`config.mk`:
```
export PLATFORM = sky130hd
export DESIGN_NAME = nand_addr_seq
export DESIGN_NICKNAME = d
export VERILOG_FILES = /design/src/rtl/nand_addr_seq.sv
export SDC_FILE = /design/constraint.sdc
export NUM_CORES = 1
export LEC_CHECK = 0
export CAP_MARGIN = 20
export CORE_UTILIZATION = 40
export CTS_BUF_LIST = sky130_fd_sc_hd__clkbuf_4
export DETAILED_ROUTE_END_ITERATION = 7
export GPL_ROUTABILITY_DRIVEN = 1
export PLACE_DENSITY = 0.71
export SLEW_MARGIN = 20
export SYNTH_ARGS = -nofsm -noshare
export SYNTH_HDL_FRONTEND = slang
export SYNTH_SLANG_ARGS = --single-unit
```
`constraint.sdc`:
```
create_clock -name clk -period 2.4 [get_ports clk]
set_input_delay 0.36 -clock clk [delete_from_list [all_inputs] [get_ports clk]]
set_output_delay 0.36 -clock clk [all_outputs]
set_load 0.03 [all_outputs]
```
`src/rtl/nand_addr_seq.sv`:
```
module nand_addr_seq #(
  parameter int PAGE_W = 24,
  parameter int SIZE_W = 16,
  parameter int LP_MB  = 256,
  parameter int SP_MB  = 64
) (
  input  logic              clk,
  input  logic              rst_n,
  input  logic              start,
  input  logic              col_req,
  input  logic              page_req,
  input  logic [PAGE_W-1:0] page_num,
  input  logic              big_page,
  input  logic [SIZE_W-1:0] dev_mb,
  output logic [7:0]        ab_data,
  output logic              ab_valid,
  input  logic              ab_ready,
  output logic              ab_last,
  output logic              busy,
  output logic              done
);

  localparam int RW = 24;

  logic [2:0]    idx, ncol_q, total_q;
  logic [RW-1:0] page_q;
  logic          pg_q, busy_q, done_q;

  wire       third   = big_page ? (dev_mb >= SIZE_W'(LP_MB)) : (dev_mb >= SIZE_W'(SP_MB));
  wire [2:0] ncol    = col_req  ? (big_page ? 3'd2 : 3'd1) : 3'd0;
  wire [2:0] nrow    = page_req ? (third ? 3'd3 : 3'd2) : 3'd0;
  wire [2:0] total   = ncol + nrow;
  wire       take    = start && !busy_q;
  wire       fire    = busy_q && ab_ready;
  wire       final_c = (idx == total_q - 3'd1);
  wire [2:0] row_i   = idx - ncol_q;

  always_ff @(posedge clk or negedge rst_n) begin
    if (!rst_n) begin
      busy_q  <= 1'b0;
      done_q  <= 1'b0;
      idx     <= '0;
      ncol_q  <= '0;
      total_q <= '0;
      page_q  <= '0;
      pg_q    <= 1'b0;
    end else begin
      done_q <= 1'b0;
      if (take) begin
        idx     <= '0;
        ncol_q  <= ncol;
        total_q <= total;
        page_q  <= RW'(page_num);
        pg_q    <= page_req;
        if (total == 3'd0) done_q <= 1'b1;
        else               busy_q <= 1'b1;
      end else if (fire) begin
        if (final_c) begin
          busy_q <= 1'b0;
          done_q <= 1'b1;
        end else begin
          idx <= idx + 3'd1;
        end
      end
    end
  end

  always_comb begin
    ab_data = 8'h00;
    if (idx >= ncol_q) begin
      case (row_i)
        3'd0:    ab_data = page_q[7:0];
        3'd1:    ab_data = page_q[15:8];
        default: ab_data = page_q[23:16];
      endcase
    end
  end

  assign ab_valid = busy_q;
  assign ab_last  = busy_q && (pg_q ? final_c : (idx == 3'd0));
  assign busy     = busy_q;
  assign done     = done_q;

  a_r8_hold_data: assert property (@(posedge clk) disable iff (!rst_n)
    ab_valid && !ab_ready |=> ab_valid && $stable(ab_data) && $stable(ab_last));

  a_r10_done_not_busy: assert property (@(posedge clk) disable iff (!rst_n)
    done |-> !busy);

  a_r10_fall_done: assert property (@(posedge clk) disable iff (!rst_n)
    $fell(busy) |-> done);

  a_r10_ignore_start: assert property (@(posedge clk) disable iff (!rst_n)
    busy && start && !(ab_ready && final_c) |=> busy && $stable(total_q) && $stable(page_q));

  a_r2_col_zero: assert property (@(posedge clk) disable iff (!rst_n)
    ab_valid && (idx < ncol_q) |-> ab_data == 8'h00);

  a_r7_last_final: assert property (@(posedge clk) disable iff (!rst_n)
    ab_valid && ab_last && pg_q && ab_ready |=> !busy && done);

  a_r9_empty: assert property (@(posedge clk) disable iff (!rst_n)
    start && !busy && !col_req && !page_req |=> done && !busy);

endmodule

```
==> results of run 1 <==
flip-flops by register name (all words and copies together), names as in the netlist:
register and count:
done 1, idx 3, ab_valid 1, page_q 24, total_q 3, pg_q 1
ncol_q 2
area by class of cell:
cell class                      count  area, sq um  area share
Clock buffer                        5         37.5      0.0139
Clock inverter                      3         23.8     0.00880
Inverter                            6         22.5     0.00833
Multi-Input combinational cell    150         1060       0.394
Sequential cell                    35          876       0.324
Tap cell                           52         65.1      0.0241
Timing Repair Buffer               63          614       0.227
per-layer routing:
| layer | part of all wire | up-vias |
|---|---|---|
| li1 | - | 773 |
| met1 | 0.49 | 682 |
| met2 | 0.44 | 43 |
| met3 | 0.053 | 7 |
| met4 | 0.018 | 0 |
| met5 | 0 | - |
worst paths after layout:
check,startpoint,end,slack (ns),depth (start not counted)
setup / recovery,idx[0],ab_data[6],-0.09,8
hold / removal,rst_n,page_q[1],0.41,2
setup reg to reg,idx[2],idx[1],0.73,3
hold reg to reg,page_q[8],page_q[8],0.48,2
max in group asynchronous,rst_n,pg_q,1.68,2
min in group clk,page_q[8],page_q[8],0.48,2
worst max-delay path, stage by stage, from the launching register on:
cell	delay, ns
dfrtp_1	0.38
inv_2	0.06
ha_4	0.16
fa_2	0.35
xnor2_2	0.20
buf_6	0.18
a21oi_4	0.07
a211oi_4	0.23
buf_6	0.16
cell usage in the layout (no fill, tap or decap), drive strengths merged, types with 2 or more instances in the layout:
master,count
fa,2
nand2b,2
clkinvlp,2
nor2b,2
buf,20
dfrtp,35
a31oi,3
nand3,2
and2,2
mux2i,9
o21ai,5
clkdlybuf4s50,43
ha,6
inv,7
xor2,3
a211oi,9
nor4,2
nand2,83
mux2,2
clkbuf,5
a21oi,8
timing repair:
item                       CTS  global route
setup endpoints to repair    8             9
gates resized for setup     17             8
pin swaps                    5            15
buffers inserted             1             0
metrics by stage:
stage | instances | hold slack (ns) | setup WS, ns
after detailed placement | 306 | 0.462 | 0.137
final | 314 | 0.411 | -0.0902
after global placement | 306 | 0.458 | 0.152
after floorplan | 203 | 0.0644 | 0.0149
after global routing | 314 | 0.452 | -0.188
after CTS | 315 | 0.417 | -0.155
cell families (layout without fill, tap and decap cells):
kind of cell    after synthesis  count (layout)  synth area share
flops                        35              35             0.471
xor+xnor                      5               5            0.0350
simple gates                 96              96             0.213
compound gates               30              30             0.114
buf+inv                      18              77            0.0444
mux                          11              11            0.0606
fa+ha+maj                     8               8            0.0619
==> out/metrics.csv, run 1 <==
stage;metric;value;unit
yosys;Post-synth EDFFs;0;
yosys;cell type with the highest aggregate area in the netlist;dfrtp_1;
global_routing;met1 Resource Use GR;0.272;
timing;Setup-failing EPs final;8;
timing;min Tclk post-route;2.49;ns
final_layout;final net count;316;
clocking;CTS Buffer Depth;2;
timing;Tcrit/Tclk final;1.04;
detailed_routing;Routed Antenna Nets;0;
yosys;share of the synthesized area in the top cell type;0.471;
detailed_routing;vias per inst;4.79;
yosys;top_reg_cell synth;dfrtp_1;
run;max_cap viols;0;
timing;fin. max-slew vios;0;
timing;Final Hold Fails;0;
final_layout;Area Overhead vs Synth;45.4;%
floorplanning;Chip Width;70.2;um
critical_path;startpoint types;flop;
floorplanning;Core ar.;0.00441;sq mm
yosys;number of synthesized register bits;35;
critical_path;Crit Path Category;flop to output port;
yosys;Post-Syn Instances;203;
critical_path;Setup crit end kind;output port;
final_layout;antenna cells;0;
yosys;register area share after synthesis;0.471;
clocking;CTS H-tree lvls;2;
placement;final HPWL from detailed placement;3020;um
yosys;Async S/R FF share, synth;1.00;
global_routing;GRT met3 Usage;0.0491;
detailed_routing;drt first-iter violations;106;
timing;setup tns final;-0.441;ns
timing;Setup Skew;0.00817;ns
hold_path;Hold WC Path Type;input pin to asynchronous set/reset pin;
floorplanning;Die ar.;0.00492;sq mm
global_routing;met2 usage;0.268;
yosys;count of warnings emitted by yosys;0;
timing;setup ws final;-0.0902;ns
detailed_routing;drt first pass iters;4;
detailed_routing;drt drc;0;
global_routing;largest net degree at the start of global routing;36;
critical_path;CP Max Fanout;8;
clocking;CTS tree;yes;
yosys;post-synth cell types;35;
global_routing;Global Route Usage Sum;0.188;
global_routing;busiest grt layer;met1;
placement;IO buf count;52;
timing;RSZ-0062 raised after global routing;true;
yosys;top cells by area, synth;dfrtp_1 (47%), nand2_1 (17%), mux2i_1 (4.8%), ha_1 (4.0%), a211oi_1 (3.2%);
run_status;outcome;complete, but fails checks;
critical_path;CP arrival;2.13;ns
final_layout;Fillers;378;
clocking;CTS clock-pin slew for the worst setup and hold paths;0.12;ns
yosys;Mapped Avg Cell Area;9.16;sq um
floorplanning;Die Ht;70.2;um
global_routing;antenna violations before repair;0;
clocking;clk root buf;clkbuf_4;
floorplanning;Rows;24;
yosys;most frequent cell after synthesis;nand2_1;
detailed_routing;routed len/inst;12.8;um
clocking;CTS Hold Bufs;0;
placement;GP Congestion;0.831;
floorplanning;IO Count;59;
floorplanning;Starting Density;0.421;
yosys;top post-synthesis cells by count;nand2_1 (83), dfrtp_1 (35), mux2i_1 (9);
global_routing;first-pass GRT wire length;7210;um
timing;Worst Tran Pin Value;0.442;ns
final_layout;post-layout util;0.612;
final_layout;fin area;0.00270;sq mm
clocking;clock latency on the worst-skew pair;0.35;ns
yosys;Synth Cell Area;0.00186;sq mm
yosys;syn_nets;258;
critical_path;required time worst endpoint;2.04;ns
detailed_routing;vias post-DR;1505;
timing;Relative slew margins;0.705;
detailed_routing;Routed WL;4030;um
final_layout;fraction of layout cells with a size suffix above 1;0.195;
run_status;violated checks;setup timing;
global_routing;total grt overflow;0;
placement;placed cell areas;0.00256;sq mm
timing;Achievable Freq;402;MHz
clocking;Sink Count;35;
clocking;total CTS buffers;5;
global_routing;vias in the first global route;1512;
Power of run 1 is not shown: default switching activity piles up to over one toggle a cycle in this logic, so the estimate is an artifact.
==> run 2: changes to the inputs <==
CORE_ASPECT_RATIO = 0.75   (was unset)
==> run 2 against run 1 <==
The flow still finishes with violations (setup timing). Sequential share of layout area fell by 0.76 points. Critical path depth fell by 1. Non-clock buffer count rose by 6. Core utilization rose by 0.74 points. Critical path type unchanged. Worst setup slack got worse by 0.026 ns. Via count rose by 3.3%. Wire length rose by 5.7%.
==> out/metrics.csv, run 2 (same netlist as run 1, synthesis figures left out) <==
stage;metric;value;unit
detailed_routing;Routed Antenna Nets;0;
final_layout;commonest non-fill, non-tap cell in the layout;nand2_1;
global_routing;antenna violations before repair;0;
global_routing;total grt overflow;0;
final_layout;antenna cells;0;
detailed_routing;drt first-iter violations;63;
hold_path;Hold WC Path Type;input pin to asynchronous set/reset pin;
global_routing;largest net degree at the start of global routing;36;
timing;Setup-failing EPs final;8;
critical_path;Buf/Inv on CP;2;
critical_path;cell family with most CP delay;adder cells;
clocking;total CTS buffers;5;
detailed_routing;vias per inst;4.78;
timing;Tcrit/Tclk final;1.05;
detailed_routing;vias post-DR;1555;
final_layout;Top Registers;page_q x24, idx x3, total_q x3;
clocking;CTS Buffer Depth;2;
timing;Relative slew margins;0.647;
detailed_routing;drt drc;0;
floorplanning;Chip Width;80.7;um
critical_path;CP max stage delay;0.43;ns
timing;setup ws final;-0.116;ns
placement;placed cell areas;0.00256;sq mm
detailed_routing;WL met2;1790;um
critical_path;CP arrival;2.16;ns
placement;GP Congestion;0.799;
global_routing;Global Route Usage Sum;0.192;
clocking;CTS tree;yes;
detailed_routing;top sig layer;met4;
critical_path;R2R setup slack;0.70;ns
detailed_routing;Post-Route M1 WL;2180;um
clocking;CTS clock-pin slew for the worst setup and hold paths;0.12;ns
timing;RSZ-0062 raised after global routing;true;
timing;Final Hold Fails;0;
timing;min Tclk post-route;2.52;ns
floorplanning;Die ar.;0.00493;sq mm
clocking;clock latency on the worst-skew pair;0.35;ns
final_layout;fin area;0.00277;sq mm
global_routing;vias in the first global route;1444;
final_layout;final net count;322;
run;max_cap viols;0;
critical_path;FF-to-FF Start;idx[2];
critical_path;CP Cell Sequence;ha_4 -> fa_2 -> xnor2_2 -> and2_4 -> buf_4 -> a211oi_4 -> buf_6;
floorplanning;IO Count;59;
clocking;Sink Count;35;
final_layout;max reg flops;24;
run_status;outcome;complete, but fails checks;
final_layout;Area Overhead vs Synth;48.9;%
clocking;CTS Hold Bufs;0;
final_layout;most frequent cells in the layout;nand2_1 (83), clkdlybuf4s50_1 (43), dfrtp_1 (35);
detailed_routing;WL met3;223;um
floorplanning;Starting Density;0.416;
final_layout;Fillers;388;
placement;final HPWL from detailed placement;3050;um
critical_path;Crit Path Category;flop to output port;
global_routing;first-pass GRT wire length;6840;um
detailed_routing;routed len/inst;13.1;um
detailed_routing;drt first pass iters;4;
detailed_routing;Routed WL;4260;um
critical_path;Reg-to-Reg End;idx[1];
floorplanning;Die Ht;61.0;um
final_layout;fraction of layout cells with a size suffix above 1;0.194;
timing;Setup Skew;0.0170;ns
critical_path;startpoint types;flop;
final_layout;Top reg by flops;page_q;
floorplanning;Rows;21;
timing;fin. max-slew vios;0;
clocking;CTS H-tree lvls;2;
clocking;clk root buf;clkbuf_4;
timing;Achievable Freq;397;MHz
timing;Worst Tran Pin Value;0.528;ns
critical_path;Max stage delay cell, worst path;dfrtp_1;
critical_path;CP Max Fanout;3;
critical_path;r2r worst-path depth;3;
run_status;violated checks;setup timing;
critical_path;required time worst endpoint;2.04;ns
critical_path;Setup crit end kind;output port;
floorplanning;Core ar.;0.00447;sq mm
placement;IO buf count;52;
[run 2: changes by cell type in the layout (fill, tap and decap cells not counted), moves of 2 or more]
cell,delta
a21oi_1,+5
a21oi_2,-4
buf_4,+4
clkinvlp_4,-2
[run 2: worst reg2reg max path: cells and delay by family (launching register included)]
family	cells	cell delay, ns
AOI/OAI and AO/OA	1	0.23
xor gates and xnor gates	1	0.45
DFF	1	0.58
muxes	1	0.33
[run 2: routing by layer]
| metal | up-vias | global-route usage |
|---|---|---|
| li1 | 793 | - |
| met1 | 713 | 0.291 |
| met2 | 41 | 0.270 |
| met3 | 8 | 0.0444 |
| met4 | 0 | 0.0689 |
| met5 | - | 0 |
[run 2: area by class of cell]
| class | instances | area [sq um] | share of cell area |
|---|---|---|---|
| Multi-Input combinational cell | 150 | 1040 | 0.375 |
| Inverter | 6 | 22.5 | 0.00814 |
| Tap cell | 57 | 71.3 | 0.0258 |
| Clock buffer | 5 | 37.5 | 0.0136 |
| Clock inverter | 3 | 47.5 | 0.0172 |
| Sequential cell | 35 | 876 | 0.316 |
| Timing Repair Buffer | 69 | 676 | 0.244 |
[run 2: repair_timing]
| action | 4_1_cts | 5_1_grt |
|---|---|---|
| buffers inserted | 2 | 4 |
| pin swaps | 6 | 7 |
| gates resized for setup | 15 | 5 |
| endpoints found under the setup margin | 8 | 9 |
[run 2: how the worst max path moves through the flow]
stage,cells past startpoint,slack (ns),startpoint,to
finish,7,-0.12,ncol_q[0],ab_data[7]
global route,8,-0.19,idx[0],ab_data[7]
CTS,7,-0.16,ncol_q[0],ab_data[7]
detailed placement,8,0.07,idx[0],ab_data[2]
global placement,8,0.09,idx[0],ab_data[6]
floorplan,7,0.01,idx[0],ab_data[0]
[run 2: through the flow]
step	utilization	worst slack, ns	hold slack, ns	setup TNS, ns	std cells
6_report	0.620	-0.116	0.419	-0.778	325
5_1_grt	0.620	-0.189	0.449	-1.45	325
4_1_cts	0.608	-0.160	0.415	-1.10	321
3_5_place_dp	0.574	0.0731	0.462	0	311
3_3_place_gp	0.574	0.0875	0.457	0	311
2_1_floorplan	-	0.0149	0.0644	0	203
Power of run 2 is left out for the same reason.
==> run 3: changes to the inputs <==
CORE_UTILIZATION = 48   (was 40)
PLACE_DENSITY = 0.82   (was 0.71)
clock period = 2.5 ns   (was 2.4 ns; I/O delays follow)
==> run 3 against run 2 <==
The flow still finishes with violations (setup timing). Final area shrank 5.1%. Register-to-register slack lost 0.03 ns. Flip-flop and latch count is the same. Via count grew 1.5%. Count of clock-buffer cells in the layout is the same. Worst hold slack gained 0.0034 ns. Sequential share of layout area grew 1.7 points. Worst setup slack gained 0.059 ns. Cell count shrank 3.7%. Clock skew shrank 0.010 ns.
==> out/metrics.csv, run 3 (same netlist as run 1, synthesis figures left out) <==
stage;metric;value;unit
run_status;outcome;complete, but fails checks;
run_status;violated checks;setup timing;
clocking;Post-CTS Setup Bufs;0;
critical_path;Crit Path Category;flop to output port;
clocking;Sink Count;35;
detailed_routing;vias per inst;5.04;
timing;Setup-failing EPs final;8;
detailed_routing;drt first pass iters;4;
critical_path;startpoint types;flop;
detailed_routing;Routed Antenna Nets;0;
final_layout;Non-Filler Instances;313;
floorplanning;Die Ht;55.9;um
floorplanning;Starting Density;0.505;
critical_path;r2r worst-path depth;5;
floorplanning;IO Count;59;
final_layout;max reg flops;24;
pwr;P_leak;0.00124;uW
floorplanning;Rows;19;
final_layout;fraction of layout cells with a size suffix above 1;0.180;
critical_path;CP arrival;2.18;ns
critical_path;Buf/Inv on CP;2;
critical_path;required time worst endpoint;2.12;ns
timing;min Tclk post-route;2.56;ns
global_routing;vias in the first global route;1589;
clocking;CTS Buffer Depth;2;
detailed_routing;WL met3;268;um
clocking;clk root buf;clkbuf_4;
placement;final HPWL from detailed placement;3130;um
detailed_routing;vias post-DR;1579;
timing;setup ws final;-0.0564;ns
final_layout;commonest non-fill, non-tap cell in the layout;nand2_1;
global_routing;largest net degree at the start of global routing;36;
global_routing;first-pass GRT wire length;7270;um
clocking;CTS Hold Bufs;0;
clocking;CTS clock-pin slew for the worst setup and hold paths;0.12;ns
timing;Setup Skew;0.00672;ns
placement;GP Congestion;0.842;
critical_path;FF-to-FF Start;total_q[0];
final_layout;antenna cells;0;
timing;fin. max-slew vios;0;
timing;Final Hold Fails;0;
critical_path;CP Max Fanout;6;
timing;Achievable Freq;391;MHz
clocking;CTS H-tree lvls;2;
floorplanning;Core ar.;0.00368;sq mm
final_layout;most frequent cells in the layout;nand2_1 (83), clkdlybuf4s50_1 (43), dfrtp_1 (35);
final_layout;Top reg by flops;page_q;
critical_path;CP max stage delay;0.43;ns
timing;Tcrit/Tclk final;1.02;
global_routing;Global Route Usage Sum;0.241;
critical_path;cell family with most CP delay;adder cells;
clocking;clock latency on the worst-skew pair;0.35;ns
critical_path;CP Launch Point;ncol_q[0];
floorplanning;Die ar.;0.00413;sq mm
pwr;total power;4400;uW
detailed_routing;top sig layer;met4;
timing;RSZ-0062 raised after global routing;true;
clocking;CTS tree;yes;
timing;Relative slew margins;0.630;
detailed_routing;Routed WL;4340;um
detailed_routing;WL met2;1910;um
detailed_routing;routed len/inst;13.9;um
timing;final hold slack;0.422;ns
final_layout;Area Overhead vs Synth;41.3;%
hold_path;Hold WC Path Type;input pin to asynchronous set/reset pin;
final_layout;Top Registers;page_q x24, idx x3, total_q x3;
detailed_routing;Post-Route M1 WL;2080;um
pwr;worst vdd ir;0.704;mV
detailed_routing;drt drc;0;
critical_path;Max stage delay cell, worst path;dfrtp_1;
detailed_routing;drt first-iter violations;51;
final_layout;final net count;315;
critical_path;CP Cell Sequence;ha_4 -> fa_2 -> xnor2_4 -> buf_6 -> a21oi_1 -> a211oi_2 -> buf_4;
global_routing;total grt overflow;0;
floorplanning;Chip Width;73.9;um
placement;DP Cell Count;305;
global_routing;antenna violations before repair;0;
placement;IO buf count;52;
timing;Worst Tran Pin Value;0.554;ns
run;max_cap viols;0;
clocking;total CTS buffers;5;
critical_path;Setup crit end kind;output port;
pwr;Pwr Density;1670;mW/mm^2
critical_path;WP depth;7;
run 3: report_power, final:
group          switching, uW  internal (uW)
Combinational           1670           1270
Clock                    204            215
Sequential               203            845
run 3: worst register-to-register path, cell delays in order (launching register included):
cell and delay (ns):
dfrtp_1 0.41, inv_1 0.10, ha_1 0.19, xnor3_1 0.47, a31oi_4 0.23, mux2_1 0.33
run 3: worst paths after layout:
path,endpoint,slack [ns]
setup / recovery,ab_data[3],-0.06
hold / removal,page_q[14],0.42
setup reg to reg,idx[1],0.67
hold reg to reg,page_q[14],0.49
max in group asynchronous,page_q[17],1.77
min in group clk,page_q[14],0.49
run 3: what timing repair did:
action,4_1_cts,5_1_grt
pin swaps,10,2
endpoints found under the setup margin,9,9
resized for setup,24,2
run 3: layer usage:
layer  global-route usage  vias to the layer above
met5                    0                        -
met4                0.102                        0
met3               0.0707                        8
met2                0.351                       53
met1                0.335                      732
li1                     -                      786
run 3: final cells by class:
class | instances | area [sq um]
Fill cell | 264 | 1060
Multi-Input combinational cell | 150 | 995
Sequential cell | 35 | 876
Timing Repair Buffer | 62 | 584
Tap cell | 52 | 65.1
Clock inverter | 3 | 47.5
Clock buffer | 5 | 37.5
Inverter | 6 | 22.5
run 3: through the flow:
step | cell area (sq um) | setup slack [ns] | util | setup TNS (ns)
6_report | 2630 | -0.0564 | 0.713 | -0.246
5_1_grt | 2630 | -0.143 | 0.713 | -1.05
4_1_cts | 2620 | -0.0192 | 0.711 | -0.0673
3_5_place_dp | 2440 | 0.0383 | 0.663 | 0
3_3_place_gp | 2440 | 0.0901 | 0.663 | 0
2_1_floorplan | 1860 | -0.260 | - | -2.08
Note: power is estimated with default switching activity, not from simulation.
